--- config.mk ---
export PLATFORM = sky130hd
export DESIGN_NAME = skew_expand_seq
export DESIGN_NICKNAME = d
export VERILOG_FILES = /design/src/rtl/skx_pkg.sv /design/src/rtl/skx_test_select.sv /design/src/rtl/skx_chain_mirror.sv /design/src/rtl/skx_ctrl.sv /design/src/rtl/skew_expand_seq.sv
export SDC_FILE = /design/constraint.sdc
export NUM_CORES = 1
export LEC_CHECK = 0
export CAP_MARGIN = 30
export CELL_PAD_IN_SITES_DETAIL_PLACEMENT = 0
export CELL_PAD_IN_SITES_GLOBAL_PLACEMENT = 1
export CORE_MARGIN = 2
export CORE_UTILIZATION = 30
export CTS_CLUSTER_DIAMETER = 150
export DETAILED_ROUTE_END_ITERATION = 10
export PLACE_DENSITY = 0.84
export SYNTH_ARGS = -nofsm -noshare
export SYNTH_HDL_FRONTEND = slang
export SYNTH_SLANG_ARGS = --single-unit
--- constraint.sdc ---
create_clock -name clk -period 2.1 [get_ports clk]
set_input_delay 0.315 -clock clk [delete_from_list [all_inputs] [get_ports clk]]
set_output_delay 0.315 -clock clk [all_outputs]
set_load 0.05 [all_outputs]
--- src/rtl/skx_pkg.sv ---
package skx_pkg;
    typedef enum logic [2:0] {
        ST_IDLE,
        ST_LOAD,
        ST_PAD,
        ST_LAUNCH,
        ST_CAPTURE,
        ST_DONE
    } skx_state_e;
endpackage

--- src/rtl/skx_test_select.sv ---
module skx_test_select #(
    parameter int CHAIN_LEN = 8,
    parameter int PI_W      = 4,
    parameter int NUM_TESTS = 4,
    parameter int IDX_W     = 2
) (
    input  logic [NUM_TESTS*(CHAIN_LEN+PI_W+1)-1:0] tests_flat,
    input  logic [IDX_W-1:0]                        idx,
    output logic [CHAIN_LEN-1:0]                    sel_state,
    output logic [PI_W-1:0]                         sel_pi,
    output logic                                    sel_fill
);
    localparam int REC_W = CHAIN_LEN + PI_W + 1;

    logic [REC_W-1:0] rec [NUM_TESTS];
    logic [REC_W-1:0] pick;

    for (genvar r = 0; r < NUM_TESTS; r++) begin : g_unpack
        assign rec[r] = tests_flat[r*REC_W +: REC_W];
    end

    always_comb begin
        pick = rec[0];
        for (int r = 1; r < NUM_TESTS; r++) begin
            if (32'(idx) == r) pick = rec[r];
        end
    end

    assign sel_fill  = pick[0];
    assign sel_pi    = pick[PI_W:1];
    assign sel_state = pick[REC_W-1:PI_W+1];
endmodule

--- src/rtl/skx_chain_mirror.sv ---
module skx_chain_mirror #(
    parameter int CHAIN_LEN = 8
) (
    input  logic                 clk,
    input  logic                 rst_n,
    input  logic                 shift_en,
    input  logic                 shift_bit,
    output logic [CHAIN_LEN-1:0] chain
);
    logic [CHAIN_LEN-1:0] chain_d, chain_q;

    always_comb begin
        chain_d = chain_q;
        if (shift_en) chain_d = {chain_q[CHAIN_LEN-2:0], shift_bit};
    end

    always_ff @(posedge clk or negedge rst_n) begin
        if (!rst_n) chain_q <= '0;
        else        chain_q <= chain_d;
    end

    assign chain = chain_q;
endmodule

--- src/rtl/skx_ctrl.sv ---
module skx_ctrl
    import skx_pkg::*;
#(
    parameter int CHAIN_LEN = 8,
    parameter int PI_W      = 4,
    parameter int CNT_W     = 4
) (
    input  logic                 clk,
    input  logic                 rst_n,
    input  logic                 start,
    input  logic [CHAIN_LEN-1:0] sel_state,
    input  logic [PI_W-1:0]      sel_pi,
    input  logic                 sel_fill,
    input  logic [CNT_W-1:0]     pad_req,
    input  logic                 invert,
    output logic                 ready,
    output logic                 scan_en,
    output logic                 scan_in,
    output logic                 capture,
    output logic                 done,
    output logic [PI_W-1:0]      pi_out
);
    localparam logic [CNT_W-1:0] LEN_C  = CNT_W'(CHAIN_LEN);
    localparam logic [CNT_W-1:0] LAST_L = CNT_W'(CHAIN_LEN - 1);

    typedef struct packed {
        skx_state_e           st;
        logic [CNT_W-1:0]     cnt;
        logic [CNT_W-1:0]     pad_n;
        logic [CHAIN_LEN-1:0] sh;
        logic                 fill;
        logic [PI_W-1:0]      pi;
    } ctrl_t;

    ctrl_t r_d, r_q;

    always_comb begin
        r_d = r_q;
        unique case (r_q.st)
            ST_IDLE: begin
                if (start) begin
                    r_d.st    = ST_LOAD;
                    r_d.cnt   = '0;
                    r_d.sh    = sel_state;
                    r_d.pi    = sel_pi;
                    r_d.fill  = sel_fill ^ invert;
                    r_d.pad_n = (pad_req > LEN_C) ? LEN_C : pad_req;
                end
            end
            ST_LOAD: begin
                r_d.sh = {r_q.sh[CHAIN_LEN-2:0], 1'b0};
                if (r_q.cnt == LAST_L) begin
                    r_d.cnt = '0;
                    r_d.st  = (r_q.pad_n == '0) ? ST_LAUNCH : ST_PAD;
                end else begin
                    r_d.cnt = r_q.cnt + 1'b1;
                end
            end
            ST_PAD: begin
                if (r_q.cnt == r_q.pad_n - 1'b1) begin
                    r_d.cnt = '0;
                    r_d.st  = ST_LAUNCH;
                end else begin
                    r_d.cnt = r_q.cnt + 1'b1;
                end
            end
            ST_LAUNCH:  r_d.st = ST_CAPTURE;
            ST_CAPTURE: r_d.st = ST_DONE;
            ST_DONE:    r_d.st = ST_IDLE;
            default:    r_d.st = ST_IDLE;
        endcase
    end

    always_ff @(posedge clk or negedge rst_n) begin
        if (!rst_n) begin
            r_q.st    <= ST_IDLE;
            r_q.cnt   <= '0;
            r_q.pad_n <= '0;
            r_q.sh    <= '0;
            r_q.fill  <= 1'b0;
            r_q.pi    <= '0;
        end else begin
            r_q <= r_d;
        end
    end

    always_comb begin
        ready   = (r_q.st == ST_IDLE);
        scan_en = (r_q.st == ST_LOAD) || (r_q.st == ST_PAD) || (r_q.st == ST_LAUNCH);
        capture = (r_q.st == ST_CAPTURE);
        done    = (r_q.st == ST_DONE);
        if (r_q.st == ST_LOAD)                              scan_in = r_q.sh[CHAIN_LEN-1];
        else if (r_q.st == ST_PAD || r_q.st == ST_LAUNCH)   scan_in = r_q.fill;
        else                                                scan_in = 1'b0;
        pi_out  = r_q.pi;
    end

    // a launch is always followed by the capture cycle
    a_r6_launch_then_capture: assert property (@(posedge clk) disable iff (!rst_n)
        (r_q.st == ST_LAUNCH) |=> (r_q.st == ST_CAPTURE));

    // padding never passes the clamped count, and the clamp never exceeds the chain
    a_r5_pad_bound: assert property (@(posedge clk) disable iff (!rst_n)
        (r_q.st == ST_PAD) |-> (r_q.cnt < r_q.pad_n));

    a_r11_clamp: assert property (@(posedge clk) disable iff (!rst_n)
        (r_q.st != ST_IDLE) |-> (r_q.pad_n <= LEN_C));

    // the load counter stays within the chain length
    a_r3_load_count: assert property (@(posedge clk) disable iff (!rst_n)
        (r_q.st == ST_LOAD) |-> (r_q.cnt <= LAST_L));
endmodule

--- src/rtl/skew_expand_seq.sv ---
module skew_expand_seq #(
    parameter int CHAIN_LEN = 8,
    parameter int PI_W      = 4,
    parameter int NUM_TESTS = 4,
    localparam int IDX_W    = (NUM_TESTS > 1) ? $clog2(NUM_TESTS) : 1,
    localparam int CNT_W    = $clog2(CHAIN_LEN + 1),
    localparam int ENTRY_W  = IDX_W + CNT_W + 1,
    localparam int REC_W    = CHAIN_LEN + PI_W + 1
) (
    input  logic                       clk,
    input  logic                       rst_n,
    input  logic                       start,
    input  logic [ENTRY_W-1:0]         entry,
    input  logic [NUM_TESTS*REC_W-1:0] stored_tests,
    output logic                       ready,
    output logic                       scan_en,
    output logic                       scan_in,
    output logic [PI_W-1:0]            pi_out,
    output logic                       capture,
    output logic                       done,
    output logic [CHAIN_LEN-1:0]       chain_mirror
);
    logic                 e_flag;
    logic [CNT_W-1:0]     e_cnt;
    logic [IDX_W-1:0]     e_idx;
    logic [CHAIN_LEN-1:0] s_state;
    logic [PI_W-1:0]      s_pi;
    logic                 s_fill;

    assign e_flag = entry[0];
    assign e_cnt  = entry[CNT_W:1];
    assign e_idx  = entry[ENTRY_W-1:CNT_W+1];

    skx_test_select #(
        .CHAIN_LEN(CHAIN_LEN), .PI_W(PI_W), .NUM_TESTS(NUM_TESTS), .IDX_W(IDX_W)
    ) u_sel (
        .tests_flat(stored_tests),
        .idx       (e_idx),
        .sel_state (s_state),
        .sel_pi    (s_pi),
        .sel_fill  (s_fill)
    );

    skx_ctrl #(
        .CHAIN_LEN(CHAIN_LEN), .PI_W(PI_W), .CNT_W(CNT_W)
    ) u_ctrl (
        .clk      (clk),
        .rst_n    (rst_n),
        .start    (start),
        .sel_state(s_state),
        .sel_pi   (s_pi),
        .sel_fill (s_fill),
        .pad_req  (e_cnt),
        .invert   (e_flag),
        .ready    (ready),
        .scan_en  (scan_en),
        .scan_in  (scan_in),
        .capture  (capture),
        .done     (done),
        .pi_out   (pi_out)
    );

    skx_chain_mirror #(.CHAIN_LEN(CHAIN_LEN)) u_mirror (
        .clk      (clk),
        .rst_n    (rst_n),
        .shift_en (scan_en),
        .shift_bit(scan_in),
        .chain    (chain_mirror)
    );

    // capture only directly after a shift cycle
    a_r7_capture_after_shift: assert property (@(posedge clk) disable iff (!rst_n)
        capture |-> $past(scan_en));

    // done only directly after capture
    a_r9_done_after_capture: assert property (@(posedge clk) disable iff (!rst_n)
        done |-> $past(capture));

    // primary inputs stay fixed while a test is running
    a_r8_pi_stable: assert property (@(posedge clk) disable iff (!rst_n)
        (!ready && !$past(ready)) |-> $stable(pi_out));

    // the mirror holds while no shift happens
    a_r4_mirror_hold: assert property (@(posedge clk) disable iff (!rst_n)
        $past(!scan_en) |-> $stable(chain_mirror));
endmodule

Word level (Yosys, flattened, before mapping)
Index checks and enable logic that the tools add are counted.
{"block": "classes", "reduce_logical": 11, "bitwise": 1, "addsub": 2, "muxes": 15, "n_eq_ne": 13, "order_cmp": 1}
{"operator": "$mux W13", "n": 3}
{"operator": "$mux W24", "n": 1}
{"operator": "$pmux W8 S2", "n": 1}
{"operator": "$pmux W3 S5", "n": 1}
{"operator": "$mux W4", "n": 3}
{"operator": "$pmux W4 S3", "n": 1}
{"operator": "$eq A3 B2 Y1 const B", "n": 2}
{"operator": "$eq A3 B3 Y1 const B", "n": 2}
{"operator": "$mux W3", "n": 2}
{"operator": "$reduce_and A2 Y1", "n": 3}
{"operator": "$add A4 B1 Y4 const B", "n": 1}
{"operator": "$eq A2 B2 Y1 const B", "n": 2}
{"operator": "$eq A4 B3 Y1 const B", "n": 1}
{"operator": "$eq A4 B4 Y1", "n": 1}
{"operator": "$gt A4 B4 Y1 const B", "n": 1}
{"operator": "$logic_not A4 Y1", "n": 1}
{"operator": "$ne A2 B1 Y1 const B", "n": 2}
{"operator": "$sub A4 B1 Y4 const B", "n": 1}
{"operator": "$eq A3 B1 Y1 const B", "n": 1}
{"operator": "$logic_not A3 Y1", "n": 1}
{"operator": "$logic_or A1 B1 Y1", "n": 3}
{"operator": "$mux W1", "n": 3}
{"operator": "$reduce_and A3 Y1", "n": 1}
{"operator": "$reduce_bool A3 Y1", "n": 1}
{"operator": "other kinds (4)", "n": 4}
{"block": "word_totals", "register_bits": 32, "input_bits": 62, "out_inout_bits": 17, "elab_cells": 50}

Depth between registers and ports, before layout
{"block": "depth", "ltp_word": 7, "mapped_depth": 7, "mapped_depth_nobuf": 7}

Modules after synthesis
Synthesis repeated with hierarchy kept, for this count alone.
{"block": "unflattened", "cells_unflattened": 165, "area_unflattened_um2": 1943.1}
{"module": "skx_ctrl", "instances": 1, "cells_per_inst": 133, "seq_area_each_um2": 600.6, "area_per_inst_um2": 1291.2}
{"module": "skx_chain_mirror", "instances": 1, "cells_per_inst": 17, "seq_area_each_um2": 200.2, "area_per_inst_um2": 331.6}
{"module": "skx_test_select", "instances": 1, "cells_per_inst": 15, "seq_area_each_um2": 0.0, "area_per_inst_um2": 320.3}

Worst setup path after synthesis
No wires, ideal clock.
{"block": "synth_timing", "path_kind": "flip-flop to flip-flop", "start": "register u_ctrl.r_q[22] in the netlist's numbering", "end": "register u_ctrl.r_q[14] in the netlist's numbering", "period_less_slack_ns": 2.418, "n_path_buf": 2, "path_stages_with_launch": 7, "setup_slack_ns": -0.318, "t_arrival_ns": 2.335, "setup_ns": 0.083, "required_ns": 2.017, "cell_sequence": "dfrtp_1 -> nor3_1 -> and2_1 -> buf_2 -> buf_2 -> nand3b_1 -> o21ai_0"}
{"block": "synth_between", "elab_chain_cells": 2}
{"item": "start, declared", "line": "skx_ctrl.sv:35", "rtl": "ctrl_t r_d, r_q;"}
{"item": "start signal, assigned", "line": "skx_ctrl.sv:83", "rtl": "r_q <= r_d;"}
{"item": "$logic_not A3 Y1"}
{"item": "named net ready", "line": "skew_expand_seq.sv:15", "rtl": "output logic ready,"}
{"item": "$reduce_and A2 Y1 (no line)"}
The timed path passes the listed nets, and every way through them passes these cells.
A chain may end at the register's enable or synchronous reset.

Worst setup path after layout
{"block": "layout_timing", "start": "register u_ctrl.r_q[21] in the netlist's numbering", "end": "output scan_in"}
{"block": "layout_between", "elab_chain_cells": 4, "elab_cells_between_ends": 6, "classes_between": "eq/ne: 3; mux: 2; reduce/logical: 1"}
{"item": "$eq A3 B2 Y1", "line": "skx_ctrl.sv:93", "rtl": "else if (r_q.st == ST_PAD || r_q.st == ST_LAUNCH) scan_in = r_q.fill;"}
{"item": "$logic_or A1 B1 Y1", "line": "skx_ctrl.sv:93"}
{"item": "$mux W1", "line": "skx_ctrl.sv:93"}
{"item": "$mux W1 (*)", "line": "skx_ctrl.sv:92", "rtl": "if (r_q.st == ST_LOAD) scan_in = r_q.sh[CHAIN_LEN-1];"}
{"item": "end, declared", "line": "skew_expand_seq.sv:17", "rtl": "output logic scan_in,"}
Mark *: on every way between the ends. The rest lies on a longest branch, timed or not.

==> impl_results.md <==
- Status: finished, final reports clean
- Clock transition at path regs: 0.07 ns
- Final-layout fill cell count: 576
- Placed cell area: 2790 sq um
- Top cells by count, synth: nand2_1, dfrtp_1, mux4_2
- CP arrival: 1.64 ns
- Worst path cell trace: nor2b_1 -> a22oi_1 -> nor2_1 -> buf_12
- Leakage: 1.27 nW
- GPL Wtd Cong: 0.746
- Number of I/O port buffers: 78
- Total track usage: 13.7%
- Worst R2R Setup Slack: 0.27 ns
- Global Route met3 Usage: 4.27%
- Reg power frac: 30.2%
- Worst path slowest cell: dfrtp_1
- PwrDens: 1270 nW/um^2
- Final Instance Area: 2880 sq um
- Post-CTS Resized: 0
- Worst clock skew: 0.00815 ns
- Worst vdd ir: 0.000999 V
- N_diodes: 0
- CTS tree: built
- Largest net degree at the start of global routing: 33
- Clock Latency Late Sink: 0.28 ns
- Share of layout cells above drive strength 1: 15.3%
- CP max FO: 11
- Slew HR: 64.6%
- Synth cell types: 38
- Clock buffer depth: 2
- Critical path origin: u_ctrl.r_q[21]$_DFFE_PN0P_
- Sw frac: 44.0%
- GR Layer Usage met1: 15.9%
- Multi-input gate area: 990 sq um
- Die ar.: 6940 sq um
- DRC: 0
- Syn-to-layout area delta: 52.4%
- Cell Rows: 28
- # setup viols final: 0
- DR iter-0 viols: 65
- Vias: 1629
- Routed WL: 4260 um
- # Max-Cap Violations: 0
- Total gr overflow: 0
- Power share of the combinational group: 56.4%
- Starting Density: 31.5%
- Clk root buf: clkbuf_8
- RSZ-0062 raised after global routing: no
- Detailed Routing Iterations Pass 1: 4
- Die Wd: 83.3 um
- Synthesis warning total: 0
- Hold Path Class: in -> async
- Maximum clock rate: 512 MHz
- Most used DFF post-synth: dfrtp_1
- Clock group share of total power: 13.3%
- Async set or reset register ratio after synthesis: 100%
- Minimum clock period: 1.95 ns
- WP data required: 1.78 ns
- First-pass GRT wire length: 7490 um
- Sequential share of the synthesized area: 42.4%
- Crit end category: output port
- Vias in the first global route: 1654
- Core area: 5990 sq um
- Final Max Slew Viols: 0
- Area leader, netlist: dfrtp_1
- Top-area cell type share of the netlist area: 42.4%
- Via/cell ratio: 4.75
- Post-CTS setup buffers: 0
- Post-synthesis average cell area: 10.2 sq um
- Synth area leaders: dfrtp_1, mux4_2, nand2_1
- GR Util met2: 22.7%
- Num CTS Buffers: 5
- Mapped Nets: 250
- HPWL after detailed placement: 3340 um
- Startpoint types: register
- R2r startpoint: u_ctrl.r_q[21]$_DFFE_PN0P_
- Number of enable flip-flop cells after synthesis: 0
- P_sw: 0.00161 W
- Int Power: 0.00204 W
- DR WL/cell: 12.4 um
- CTS Hold Bufs: 0
- Worst R2R End: u_ctrl.r_q[8]$_DFFE_PN0P_
- Final ANT Viol Nets: 0
- Max incr delay on CP: 0.53 ns
- Final setup TNS: 0 ns
- Period utilization: 93.0%
- H-Tree Depth: 2
- Worst setup path endpoint: scan_in
- Most utilized layer in the global route result: met2
- Measured slew at the worst slew-check pin: 0.529 ns
- Synth Instances: 186
- Pwr Total: 0.00365 W
- Die height: 83.3 um
- Post-Synthesis Cell Area: 1890 sq um
- Initial antenna violation count: 0
- Cells on worst reg2reg path: 5
- CP Class: reg -> out
- Register area: 801 sq um
- Final Hold Viols: 0
- Layout Nets: 331
- Clock Sink Count: 32
- Num ports: 79
- Most frequent cell after synthesis: nand2_1
- Synth Register Bits: 32
## area by class of cell
type / count / area share (%)
clock buffer: 6 / 2.87
sequential: 32 / 27.8
tap: 75 / 3.26
inverter: 4 / 0.522
multi-input combinational: 137 / 34.4
clock inverter: 2 / 0.348
timing repair buffer: 87 / 30.8
## critical path, delay by kind of cell (launching register included)
kind,cells,cell delay [ns]
compound gates,1,0.10
buf+inv,1,0.18
flops,1,0.53
simple gates,2,0.54
## per-layer routing
metal / vias up / part of all wire, %
met5: - / 0
met4: 0 / 2.4
met3: 7 / 7.2
met2: 62 / 48
met1: 748 / 43
li1: 812 / -
## worst min path at each step
| stage | from | depth (start not counted) | slack [ns] | end |
|---|---|---|---|---|
| 2_1_floorplan | rst_n | 0 | 0.02 | u_ctrl.pi_out[0]$_DFFE_PN0P_ |
| 3_3_place_gp | u_ctrl.pi_out[1]$_DFFE_PN0P_ | 2 | 0.46 | u_ctrl.pi_out[1]$_DFFE_PN0P_ |
| 3_5_place_dp | u_ctrl.r_q[8]$_DFFE_PN0P_ | 2 | 0.46 | u_ctrl.r_q[9]$_DFFE_PN0P_ |
| 4_1_cts | rst_n | 2 | 0.44 | u_ctrl.r_q[15]$_DFFE_PN0P_ |
| 5_1_grt | rst_n | 2 | 0.46 | u_ctrl.r_q[22]$_DFFE_PN0P_ |
| 6_report | rst_n | 2 | 0.43 | u_ctrl.pi_out[1]$_DFFE_PN0P_ |
## registers in the layout, indices dropped and copies added, names as in the netlist
signal	flops
u_ctrl.r_q	20
u_ctrl.pi_out	4
u_mirror.chain	8
## per-stage QoR
| stage | cells | setup slack, ns | hold WS (ns) | util [%] |
|---|---|---|---|---|
| detailed placement | 335 | 0.220 | 0.458 | 46.5 |
| finish | 343 | 0.146 | 0.432 | 48.0 |
| global route | 343 | 0.0298 | 0.462 | 48.0 |
| CTS | 343 | 0.135 | 0.443 | 48.0 |
| floorplan | 186 | 0.173 | 0.0194 | - |
| global placement | 335 | 0.236 | 0.458 | 46.5 |
## logic make-up after synthesis
| kind of cell | count (synthesis) | share of synthesized area (%) |
|---|---|---|
| DFF | 32 | 42.4 |
| adders and majority gates | 2 | 1.33 |
| and+or+nand+nor | 88 | 20.8 |
| AOI/OAI and AO/OA | 25 | 9.41 |
| muxes | 15 | 16.6 |
| buffers and inverters | 17 | 5.43 |
| xor gates and xnor gates | 7 | 3.98 |
## power by group through the flow
stage	registers, W	logic (W)	clock network (W)
2_1_floorplan	0.00126	0.00129	0
3_3_place_gp	0.00111	0.00205	0
3_5_place_dp	0.00111	0.00208	0
4_1_cts	0.00110	0.00208	0.000519
5_1_grt	0.00115	0.00226	0.000545
6_report	0.00110	0.00206	0.000486
## layout by cell type, fill, tap and decap left out, drive strengths merged, types with 4 or more instances in the layout
cell type	instances
nand2	59
clkdlybuf4s50	73
dfrtp	32
mux4	13
nand3b	5
clkbuf	6
a21oi	4
buf	14
nor2	7
a22oi	8
No activity file was read; power rests on OpenSTA's default activity.
